## src/rtl/pfm_pkg.sv

```systemverilog
package pfm_pkg;
  localparam int STAT_W      = 16;
  localparam int RX_PAUSED_B = 1;
  localparam int RX_EMPTY_B  = 2;
  localparam int RX_ERR_B    = 3;
  localparam int TX_PAUSED_B = 9;
  localparam int TX_EMPTY_B  = 10;
  localparam int TX_ERR_B    = 11;
  localparam int NDIR        = 2;
  typedef enum logic {DIR_RX = 1'b0, DIR_TX = 1'b1} pfm_dir_e;
endpackage

```

## src/rtl/pfm_alloc.sv

```systemverilog
// Running-sum layout: base of channel i is the sum of depths of channels below i.
module pfm_alloc #(
  parameter int NCH = 4,
  parameter int SZW = 6,
  parameter int TW  = 9
) (
  input  logic [NCH-1:0][SZW-1:0] sizes,
  output logic [NCH-1:0][SZW-1:0] bases,
  output logic [TW-1:0]           total
);
  logic [NCH:0][TW-1:0] acc;
  assign acc[0] = '0;
  for (genvar i = 0; i < NCH; i++) begin : g_sum
    assign acc[i+1]  = acc[i] + TW'(sizes[i]);
    assign bases[i]  = acc[i][SZW-1:0];
  end
  assign total = acc[NCH];
endmodule

```

## src/rtl/pfm_dir.sv

```systemverilog
// One direction: staged depths, active layout, pause handshake, pool storage.
module pfm_dir #(
  parameter int NCH  = 4,
  parameter int DW   = 8,
  parameter int POOL = 32,
  localparam int CHW = (NCH > 1) ? $clog2(NCH) : 1,
  localparam int SZW = $clog2(POOL + 1),
  localparam int AW  = (POOL > 1) ? $clog2(POOL) : 1,
  localparam int TW  = SZW + CHW + 1
) (
  input  logic           clk,
  input  logic           rst_n,
  input  logic           cfg_we,
  input  logic [CHW-1:0] cfg_ch,
  input  logic [SZW-1:0] cfg_size,
  input  logic           update,
  input  logic           pause_req,
  input  logic           push_valid,
  input  logic [CHW-1:0] push_ch,
  input  logic [DW-1:0]  push_data,
  output logic           push_ready,
  input  logic [CHW-1:0] pop_ch,
  input  logic           pop_ready,
  output logic           pop_valid,
  output logic [DW-1:0]  pop_data,
  output logic           paused,
  output logic           empty,
  output logic           err
);
  logic [NCH-1:0][SZW-1:0] stage_q, size_q, base_q, wptr_q, rptr_q, cnt_q;
  logic [NCH-1:0][SZW-1:0] base_calc;
  logic [TW-1:0]           total;
  logic                    paused_q, err_q, over, commit, push_fire, pop_fire;
  logic [DW-1:0]           mem [POOL];

  pfm_alloc #(.NCH(NCH), .SZW(SZW), .TW(TW)) u_alloc (
    .sizes(stage_q), .bases(base_calc), .total(total)
  );

  function automatic logic [SZW-1:0] wrap_inc(input logic [SZW-1:0] p, input logic [SZW-1:0] lim);
    return (p + 1'b1 == lim) ? '0 : p + 1'b1;
  endfunction

  assign over       = total > TW'(POOL);
  assign commit     = update && paused_q && !over;
  assign push_ready = !paused_q && (size_q[push_ch] != '0) && (cnt_q[push_ch] != size_q[push_ch]);
  assign pop_valid  = !paused_q && (cnt_q[pop_ch] != '0);
  assign pop_data   = mem[AW'(base_q[pop_ch] + rptr_q[pop_ch])];
  assign push_fire  = push_valid && push_ready;
  assign pop_fire   = pop_valid && pop_ready;
  assign paused     = paused_q;
  assign empty      = (cnt_q == '0);
  assign err        = err_q;

  always_ff @(posedge clk or negedge rst_n) begin
    if (!rst_n) stage_q <= '0;
    else if (cfg_we) stage_q[cfg_ch] <= cfg_size;
  end

  always_ff @(posedge clk) begin
    if (push_fire) mem[AW'(base_q[push_ch] + wptr_q[push_ch])] <= push_data;
  end

  always_ff @(posedge clk or negedge rst_n) begin
    if (!rst_n) begin
      paused_q <= 1'b0;
      err_q    <= 1'b0;
      size_q   <= '0;
      base_q   <= '0;
      wptr_q   <= '0;
      rptr_q   <= '0;
      cnt_q    <= '0;
    end else begin
      paused_q <= pause_req && (paused_q || !(push_fire || pop_fire));
      if (update && paused_q) err_q <= over;
      if (commit) begin
        size_q <= stage_q;
        base_q <= base_calc;
        wptr_q <= '0;
        rptr_q <= '0;
        cnt_q  <= '0;
      end else begin
        for (int i = 0; i < NCH; i++) begin
          if (push_fire && push_ch == CHW'(i)) wptr_q[i] <= wrap_inc(wptr_q[i], size_q[i]);
          if (pop_fire && pop_ch == CHW'(i))   rptr_q[i] <= wrap_inc(rptr_q[i], size_q[i]);
          if ((push_fire && push_ch == CHW'(i)) && !(pop_fire && pop_ch == CHW'(i)))
            cnt_q[i] <= cnt_q[i] + 1'b1;
          else if (!(push_fire && push_ch == CHW'(i)) && (pop_fire && pop_ch == CHW'(i)))
            cnt_q[i] <= cnt_q[i] - 1'b1;
        end
      end
    end
  end
endmodule

```

## src/rtl/pfm_top.sv

```systemverilog
module pfm_top #(
  parameter int NCH  = 4,
  parameter int DW   = 8,
  parameter int POOL = 32,
  localparam int CHW = (NCH > 1) ? $clog2(NCH) : 1,
  localparam int SZW = $clog2(POOL + 1)
) (
  input  logic           clk,
  input  logic           rst_n,
  input  logic           cfg_we,
  input  logic           cfg_dir,
  input  logic [CHW-1:0] cfg_ch,
  input  logic [SZW-1:0] cfg_size,
  input  logic           update,
  input  logic           rx_pause_req,
  input  logic           tx_pause_req,
  input  logic           rx_push_valid,
  input  logic [CHW-1:0] rx_push_ch,
  input  logic [DW-1:0]  rx_push_data,
  output logic           rx_push_ready,
  input  logic [CHW-1:0] rx_pop_ch,
  input  logic           rx_pop_ready,
  output logic           rx_pop_valid,
  output logic [DW-1:0]  rx_pop_data,
  input  logic           tx_push_valid,
  input  logic [CHW-1:0] tx_push_ch,
  input  logic [DW-1:0]  tx_push_data,
  output logic           tx_push_ready,
  input  logic [CHW-1:0] tx_pop_ch,
  input  logic           tx_pop_ready,
  output logic           tx_pop_valid,
  output logic [DW-1:0]  tx_pop_data,
  output logic [15:0]    status
);
  import pfm_pkg::*;

  logic [NDIR-1:0]          pause_req, push_valid, push_ready, pop_ready, pop_valid;
  logic [NDIR-1:0]          paused, empty, err;
  logic [NDIR-1:0][CHW-1:0] push_ch, pop_ch;
  logic [NDIR-1:0][DW-1:0]  push_data, pop_data;

  assign pause_req  = {tx_pause_req, rx_pause_req};
  assign push_valid = {tx_push_valid, rx_push_valid};
  assign push_ch    = {tx_push_ch, rx_push_ch};
  assign push_data  = {tx_push_data, rx_push_data};
  assign pop_ch     = {tx_pop_ch, rx_pop_ch};
  assign pop_ready  = {tx_pop_ready, rx_pop_ready};

  for (genvar d = 0; d < NDIR; d++) begin : g_dir
    pfm_dir #(.NCH(NCH), .DW(DW), .POOL(POOL)) u_dir (
      .clk(clk), .rst_n(rst_n),
      .cfg_we(cfg_we && (cfg_dir == 1'(d))), .cfg_ch(cfg_ch), .cfg_size(cfg_size),
      .update(update), .pause_req(pause_req[d]),
      .push_valid(push_valid[d]), .push_ch(push_ch[d]), .push_data(push_data[d]),
      .push_ready(push_ready[d]),
      .pop_ch(pop_ch[d]), .pop_ready(pop_ready[d]), .pop_valid(pop_valid[d]),
      .pop_data(pop_data[d]),
      .paused(paused[d]), .empty(empty[d]), .err(err[d])
    );
  end

  assign rx_push_ready = push_ready[DIR_RX];
  assign tx_push_ready = push_ready[DIR_TX];
  assign rx_pop_valid  = pop_valid[DIR_RX];
  assign tx_pop_valid  = pop_valid[DIR_TX];
  assign rx_pop_data   = pop_data[DIR_RX];
  assign tx_pop_data   = pop_data[DIR_TX];

  always_comb begin
    status              = '0;
    status[RX_PAUSED_B] = paused[DIR_RX];
    status[RX_EMPTY_B]  = empty[DIR_RX];
    status[RX_ERR_B]    = err[DIR_RX];
    status[TX_PAUSED_B] = paused[DIR_TX];
    status[TX_EMPTY_B]  = empty[DIR_TX];
    status[TX_ERR_B]    = err[DIR_TX];
  end
endmodule

```

## config.mk

```make
export PLATFORM = sky130hd
export DESIGN_NAME = pfm_top
export DESIGN_NICKNAME = d
export VERILOG_FILES = /design/src/rtl/pfm_pkg.sv /design/src/rtl/pfm_alloc.sv /design/src/rtl/pfm_dir.sv /design/src/rtl/pfm_top.sv
export SDC_FILE = /design/constraint.sdc
export NUM_CORES = 1
export LEC_CHECK = 0
export ABC_CLOCK_PERIOD_IN_PS = 5900
export CORE_MARGIN = 4
export CORE_UTILIZATION = 40
export CTS_BUF_LIST = sky130_fd_sc_hd__clkbuf_8 sky130_fd_sc_hd__clkbuf_16
export CTS_CLUSTER_SIZE = 10
export DETAILED_ROUTE_END_ITERATION = 10
export PLACE_DENSITY = 0.57
export SKIP_CTS_REPAIR_TIMING = 1
export SYNTH_ARGS = -nofsm -noshare
export SYNTH_HDL_FRONTEND = slang
export SYNTH_SLANG_ARGS = --single-unit
export TNS_END_PERCENT = 50
```

## constraint.sdc

```tcl
create_clock -name clk -period 5.9 [get_ports clk]
set_input_delay 0.885 -clock clk [delete_from_list [all_inputs] [get_ports clk]]
set_output_delay 0.885 -clock clk [all_outputs]
set_load 0.02 [all_outputs]
```

==> run_results.csv, run 1 <==
group,metric,value,unit
synth,syn_inst,2725,
synth,synth_edf_count,512,
cts,cts_tree,"yes",
power_and_ir_drop,powerDensity,555,nW/um^2
global_routing,overflow,0,
die,floorplan.die_area,101000,sq um
worst_setup_path,crit_type,"input port to output port",
worst_setup_path,worstPathMaxFanout,45,
status,status,"completed",
global_routing,grtUsageTotal,18.1,%
die,coreArea,95200,sq um
timing,period_share,97.9,%
routing,dr.first_iter.drc_count,1535,
cts,path_clk_slew,40,ps
timing,final.min_clock_period,5780,ps
timing,setup_viol,0,
worst_setup_path,r2r-start,"g_dir[1].u_dir.stage_q[6]$_DFFE_PN0P_",
synth,syn-cell-area,38400,sq um
worst_setup_path,crit_path_start,"tx_pop_ch[1]",
worst_setup_path,cp-start-kind,"input port",
timing,max_freq,173,MHz
synth,async_flop_share,34.0,%
final_layout,final_common_cell,"edfxtp_1",
final_layout,layout_common_cells,"edfxtp_1, dfrtp_1, nor2_1, mux4_2, a21oi_1",
flow_run,drv_cap,0,
routing,first_pass_iters,5,
routing,routedWlPerCell,21.8,microns
worst_setup_path,r2r_end,"g_dir[1].u_dir.size_q[6]$_DFFE_PN0P_",
timing,slew_viol_final,0,
place,dp_cells,4050,
die,ios,79,
timing,worst_slack,122,ps
routing,vias,23200,
synth,ys_types,70,
timing,finalSetupTns,0,ps
worst_setup_path,crit_path_end_kind,"output port",
power_and_ir_drop,irDropWorstVdd,393,uV
die,num_rows,113,
cts,root_buffer,"clkbuf_16",
final_layout,finalNonFillerCells,4200,
synth,synth_ff_type,"edfxtp_1",
global_routing,antenna_found_initial,0,
final_layout,antenna_cells,0,
synth,synth.avg_cell_area,14.1,sq um
die,fp.dieW,318,microns
power_and_ir_drop,p_leak,0.0163,uW
cts,clk_latency,660,ps
synth,yosysWarningCount,0,
timing,max-slew-margin-rel,13.9,%
worst_setup_path,crit_arrival,4890,ps
cts,cts.sinks,776,
synth,synth_seq_cells,776,
worst_setup_path,cp.required,5020,ps
global_routing,grt_pass1_vias,23900,
worst_setup_path,reg2reg_slack,1140,ps
timing,max_slew.worst_pin.slew,1290,ps
die,initial_core_util,40.3,%
timing,skew,38.2,ps
timing,timing.final.hold_violations,0,
global_routing,grt_max_degree,144,
global_routing,grt_pass1_wl,144,mm
worst_setup_path,reg2regPathDepth,13,
place,gp_congestion,0.854,
synth,yosysSeqAreaShare,57.3,%
final_layout,layout.nets,3053,
routing,wl,91.7,mm
final_layout,area_growth,14.7,%
place,dpl.hpwl,62.4,mm
place,port-buffer-count,68,
cts,ctsHtreeMaxLevel,3,
power_and_ir_drop,power,24400,uW
timing,rsz0062_at_grt,"no",
routing,antenna_left,0,
die,chipHeight,318,microns
routing,via_per_inst,5.52,
place,place_worst_setup_slack,115,ps
hold_path,hold_class,"input port to asynchronous set/reset pin",
final_layout,layout-drive-gt1-share,20.1,%
cts,clockBufferDepth,3,
routing,drc_errors,0,
cts,numCtsBuffers,93,
-- metal layers --
metal  share of wire [%]  track usage, %  up-vias  routed length [microns]
met5                   0               0        -                        0
met4                 2.1            4.89        0                     1890
met3                 4.3            2.41      125                     3980
met2                  48            29.6      482                    44400
met1                  45            25.6    12000                    41400
li1                    -               -    10600                        -
-- flip-flops by register name, summed over array words and instances, names as in the netlist --
name and cells:
g_dir.u_dir.wptr_q 48, g_dir.u_dir.base_q 20, g_dir.u_dir.err 2, g_dir.u_dir.stage_q 48, g_dir.u_dir.cnt_q 48, g_dir.u_dir.mem 512, g_dir.u_dir.paused 2, g_dir.u_dir.size_q 48
g_dir.u_dir.rptr_q 48
-- per-stage QoR --
stage / utilization [%] / hold slack (ps) / area, sq um
after global placement: 43.3 / 503 / 41200
after global routing: 46.2 / 288 / 44000
final: 46.2 / 238 / 44000
after floorplan: - / 464 / 38400
after detailed placement: 43.3 / 491 / 41200
after CTS: 46.2 / 249 / 44000
-- worst max path at each step --
stage	cells after the start	slack, ps	endpoint
floorplan	11	580	rx_pop_data[0]
global placement	12	140	tx_pop_data[6]
detailed placement	12	110	tx_pop_data[6]
CTS	12	110	tx_pop_data[6]
global route	12	10	tx_pop_data[6]
finish	12	120	tx_pop_data[7]
-- kinds of logic (layout without fill, tap and decap cells) --
kind of cell | count (synthesis) | count (layout) | synth area share, %
and+or+nand+nor | 587 | 587 | 7.23
buffers and inverters | 208 | 409 | 2.56
xor gates and xnor gates | 243 | 243 | 5.65
DFF | 776 | 776 | 57.3
adders and majority gates | 130 | 130 | 4.59
AOI/OAI and AO/OA | 404 | 404 | 6.65
other | 1 | 10 | 0.00977
muxes | 376 | 376 | 16.0
-- cell usage after synthesis, types with 7 or more instances --
cell	number	area [sq um]
o211ai_1	18	135
nand2_1	117	439
o21ai_0	68	340
nor2b_1	17	106
and3_1	10	62.6
mux2_2	153	1720
mux2_1	12	135
a22o_1	17	149
edfxtp_1	512	15400
and2_1	7	43.8
a211o_1	9	78.8
mux2i_1	37	370
nor3_1	19	95.1
xor2_1	91	797
nor3b_1	9	67.6
clkbuf_1	65	244
a311oi_1	11	96.3
xnor2_1	149	1310
dfrtp_1	264	6610
or3_1	21	131
buf_1	9	33.8
inv_1	74	278
a21o_1	37	278
buf_4	27	203
buf_2	25	125
nor2_1	234	878
fa_1	18	360
nand2b_1	25	156
a21oi_1	154	771
a22oi_1	18	135
buf_6	7	78.8
mux4_2	174	3920
ha_1	112	1400
o21bai_1	14	105
nand3_1	60	300
nand3b_1	15	113
nor4_1	26	163
a31oi_1	14	87.6
-- critical path, stage by stage --
cell	delay, ps
clkdlybuf4s50_1	570
buf_4	220
mux2_2	350
a22o_1	230
fa_2	680
buf_12	290
mux4_2	390
mux2i_1	290
nand2_1	90
o211ai_1	90
o21ai_0	170
clkdlybuf4s50_1	590
-- power breakdown --
group	internal [uW]	total [uW]	switching [uW]
sequential	6650	7740	1090
clock	3030	5270	2240
combinational	5520	11400	5910
total	15200	24400	9240
-- layout make-up --
type	instances	area (sq um)
Fill cell	8237	51100
Clock buffer	102	2460
Inverter	74	278
Sequential cell	776	22000
Clock inverter	48	385
Tap cell	1265	1580
Multi-Input combinational cell	1750	15500
Timing Repair Buffer	185	1780
No activity file was read; power rests on OpenSTA's default activity.
==> run 2: changes to the inputs <==
- CTS_CLUSTER_SIZE: 10 -> 8
==> run_results.csv, run 2 (same netlist as run 1, synthesis figures left out) <==
group,metric,value,unit
global_routing,grtUsageTotal,18.2,%
cts,ctsHtreeMaxLevel,3,
power_and_ir_drop,p_leak,0.0164,uW
global_routing,grt_pass1_wl,145,mm
routing,antenna_left,0,
cts,path_clk_slew,50,ps
timing,max_slew.worst_pin.slew,1270,ps
final_layout,layout_common_cells,"edfxtp_1, dfrtp_1, nor2_1, mux4_2, a21oi_1",
power_and_ir_drop,p_int,15400,uW
final_layout,layout.nets,3067,
routing,dr.first_iter.drc_count,1503,
routing,wl,92.6,mm
place,gp_congestion,0.854,
final_layout,antenna_cells,0,
worst_setup_path,crit_arrival,4890,ps
routing,routedWlPerCell,22.0,microns
global_routing,grt_pass1_vias,24100,
die,chipHeight,318,microns
worst_setup_path,cp.required,5020,ps
worst_setup_path,crit_type,"input port to output port",
routing,first_pass_iters,5,
cts,clockBufferDepth,3,
worst_setup_path,cp_slowest_cell,"fa_2",
cts,cts_tree,"yes",
place,port-buffer-count,68,
timing,finalSetupTns,0,ps
final_layout,largest_register_ffs,512,
timing,slew_viol_final,0,
cts,clk_latency,680,ps
power_and_ir_drop,powerDensity,560,nW/um^2
place,dpl_cell_area,41200,sq um
worst_setup_path,crit_path_end_kind,"output port",
worst_setup_path,worstPathMaxFanout,45,
timing,final.min_clock_period,5770,ps
flow_run,drv_cap,0,
cts,root_buffer,"clkbuf_16",
power_and_ir_drop,irDropWorstVdd,393,uV
worst_setup_path,crit_chain,"clkdlybuf4s50_1, buf_4, mux2_2, a22o_1, fa_2, buf_12, mux4_2, mux2i_1, nand2_1, o211ai_1, o21ai_0, clkdlybuf4s50_1",
final_layout,area_growth,15.1,%
timing,worst_slack,129,ps
global_routing,overflow,0,
place,place_worst_setup_slack,115,ps
die,floorplan.die_area,101000,sq um
place,dpl.hpwl,62.4,mm
status,status,"completed",
routing,via_per_inst,5.52,
power_and_ir_drop,power.share.clock,22.5,%
die,num_rows,113,
timing,period_share,97.8,%
final_layout,n_fill_cell,8204,
timing,timing.final.hold_violations,0,
timing,max-slew-margin-rel,15.1,%
final_layout,final_common_cell,"edfxtp_1",
power_and_ir_drop,switchingPower,9320,uW
die,fp.dieW,318,microns
global_routing,grt_max_degree,144,
final_layout,layout-drive-gt1-share,20.0,%
timing,setup_viol,0,
die,coreArea,95200,sq um
die,ios,79,
cts,cts.sinks,776,
timing,rsz0062_at_grt,"no",
routing,drc_errors,0,
power_and_ir_drop,combPwrFrac,46.2,%
worst_setup_path,cp-start-kind,"input port",
global_routing,antenna_found_initial,0,
cts,numCtsBuffers,107,
timing,max_freq,173,MHz
worst_setup_path,slowest_delay,680,ps
routing,vias,23200,
timing,skew,33.2,ps
worst_setup_path,cpMostUsedCell,"clkdlybuf4s50_1",
power_and_ir_drop,power_frac_seq,31.3,%
hold_path,hold_class,"input port to asynchronous set/reset pin",
die,initial_core_util,40.3,%
final_layout,fin_area,44200,sq um
power_and_ir_drop,power.share.switching,37.6,%
## run 2: cell types whose count changed in the layout (fill, tap and decap cells not counted), sizes merged
cell    before  now
clkbuf     102  109
clkinv      12    6
bufinv       1    0
inv        109  112
## run 2: layout make-up
type	count	area, sq um	area share (%)
inverter	74	278	0.629
tap	1265	1580	3.58
sequential	776	22000	49.7
timing repair buffer	185	1780	4.02
multi-input combinational	1750	15500	35.2
clock buffer	109	2720	6.15
clock inverter	44	314	0.711
## run 2: path summary, 6_finish.rpt
kind | end | depth (start not counted) | start | slack (ps)
setup / recovery | tx_pop_data[7] | 12 | tx_pop_ch[1] | 130
hold / removal | g_dir[1].u_dir.cnt_q[21]$_DFFE_PN0P_ | 1 | rst_n | 220
setup reg to reg | g_dir[1].u_dir.size_q[3]$_DFFE_PN0P_ | 13 | g_dir[1].u_dir.stage_q[0]$_DFFE_PN0P_ | 1140
hold reg to reg | g_dir[0].u_dir.err$_DFFE_PN0P_ | 2 | g_dir[0].u_dir.err$_DFFE_PN0P_ | 510
max in group asynchronous | g_dir[0].u_dir.rptr_q[0]$_DFFE_PN0P_ | 2 | rst_n | 4340
min in group clk | g_dir[0].u_dir.err$_DFFE_PN0P_ | 2 | g_dir[0].u_dir.err$_DFFE_PN0P_ | 510
## run 2: power groups by stage
stage               clock network [uW]  registers (uW)  logic (uW)
floorplan                            0            7270        8230
global placement                     0            7810       11300
detailed placement                   0            7840       11500
CTS                               5720            7740       11600
global route                      5960            7840       12500
finish                            5560            7750       11400
## run 2: routing by layer
layer	part of all wire [%]	wire, microns	global-route usage [%]
met3	4.4	4090	2.85
met1	45	42100	25.8
met2	48	44700	29.7
met4	1.9	1790	4.35
met5	0	0	0
## run 2: critical path: cells and delay by family
| kind | cells | cell delay [ps] |
|---|---|---|
| buf+inv | 4 | 1680 |
| mux | 3 | 1020 |
| fa+ha+maj | 1 | 680 |
| compound gates | 3 | 490 |
| simple gates | 1 | 100 |
## run 2: through the flow
step / total power, uW / utilization [%] / cells / hold WS, ps
2_1_floorplan: 15500 / - / 2734 / 464
3_3_place_gp: 19100 / 43.3 / 4050 / 503
3_5_place_dp: 19300 / 43.3 / 4050 / 491
4_1_cts: 25000 / 46.4 / 4203 / 245
5_1_grt: 26300 / 46.4 / 4203 / 257
6_report: 24800 / 46.4 / 4203 / 222
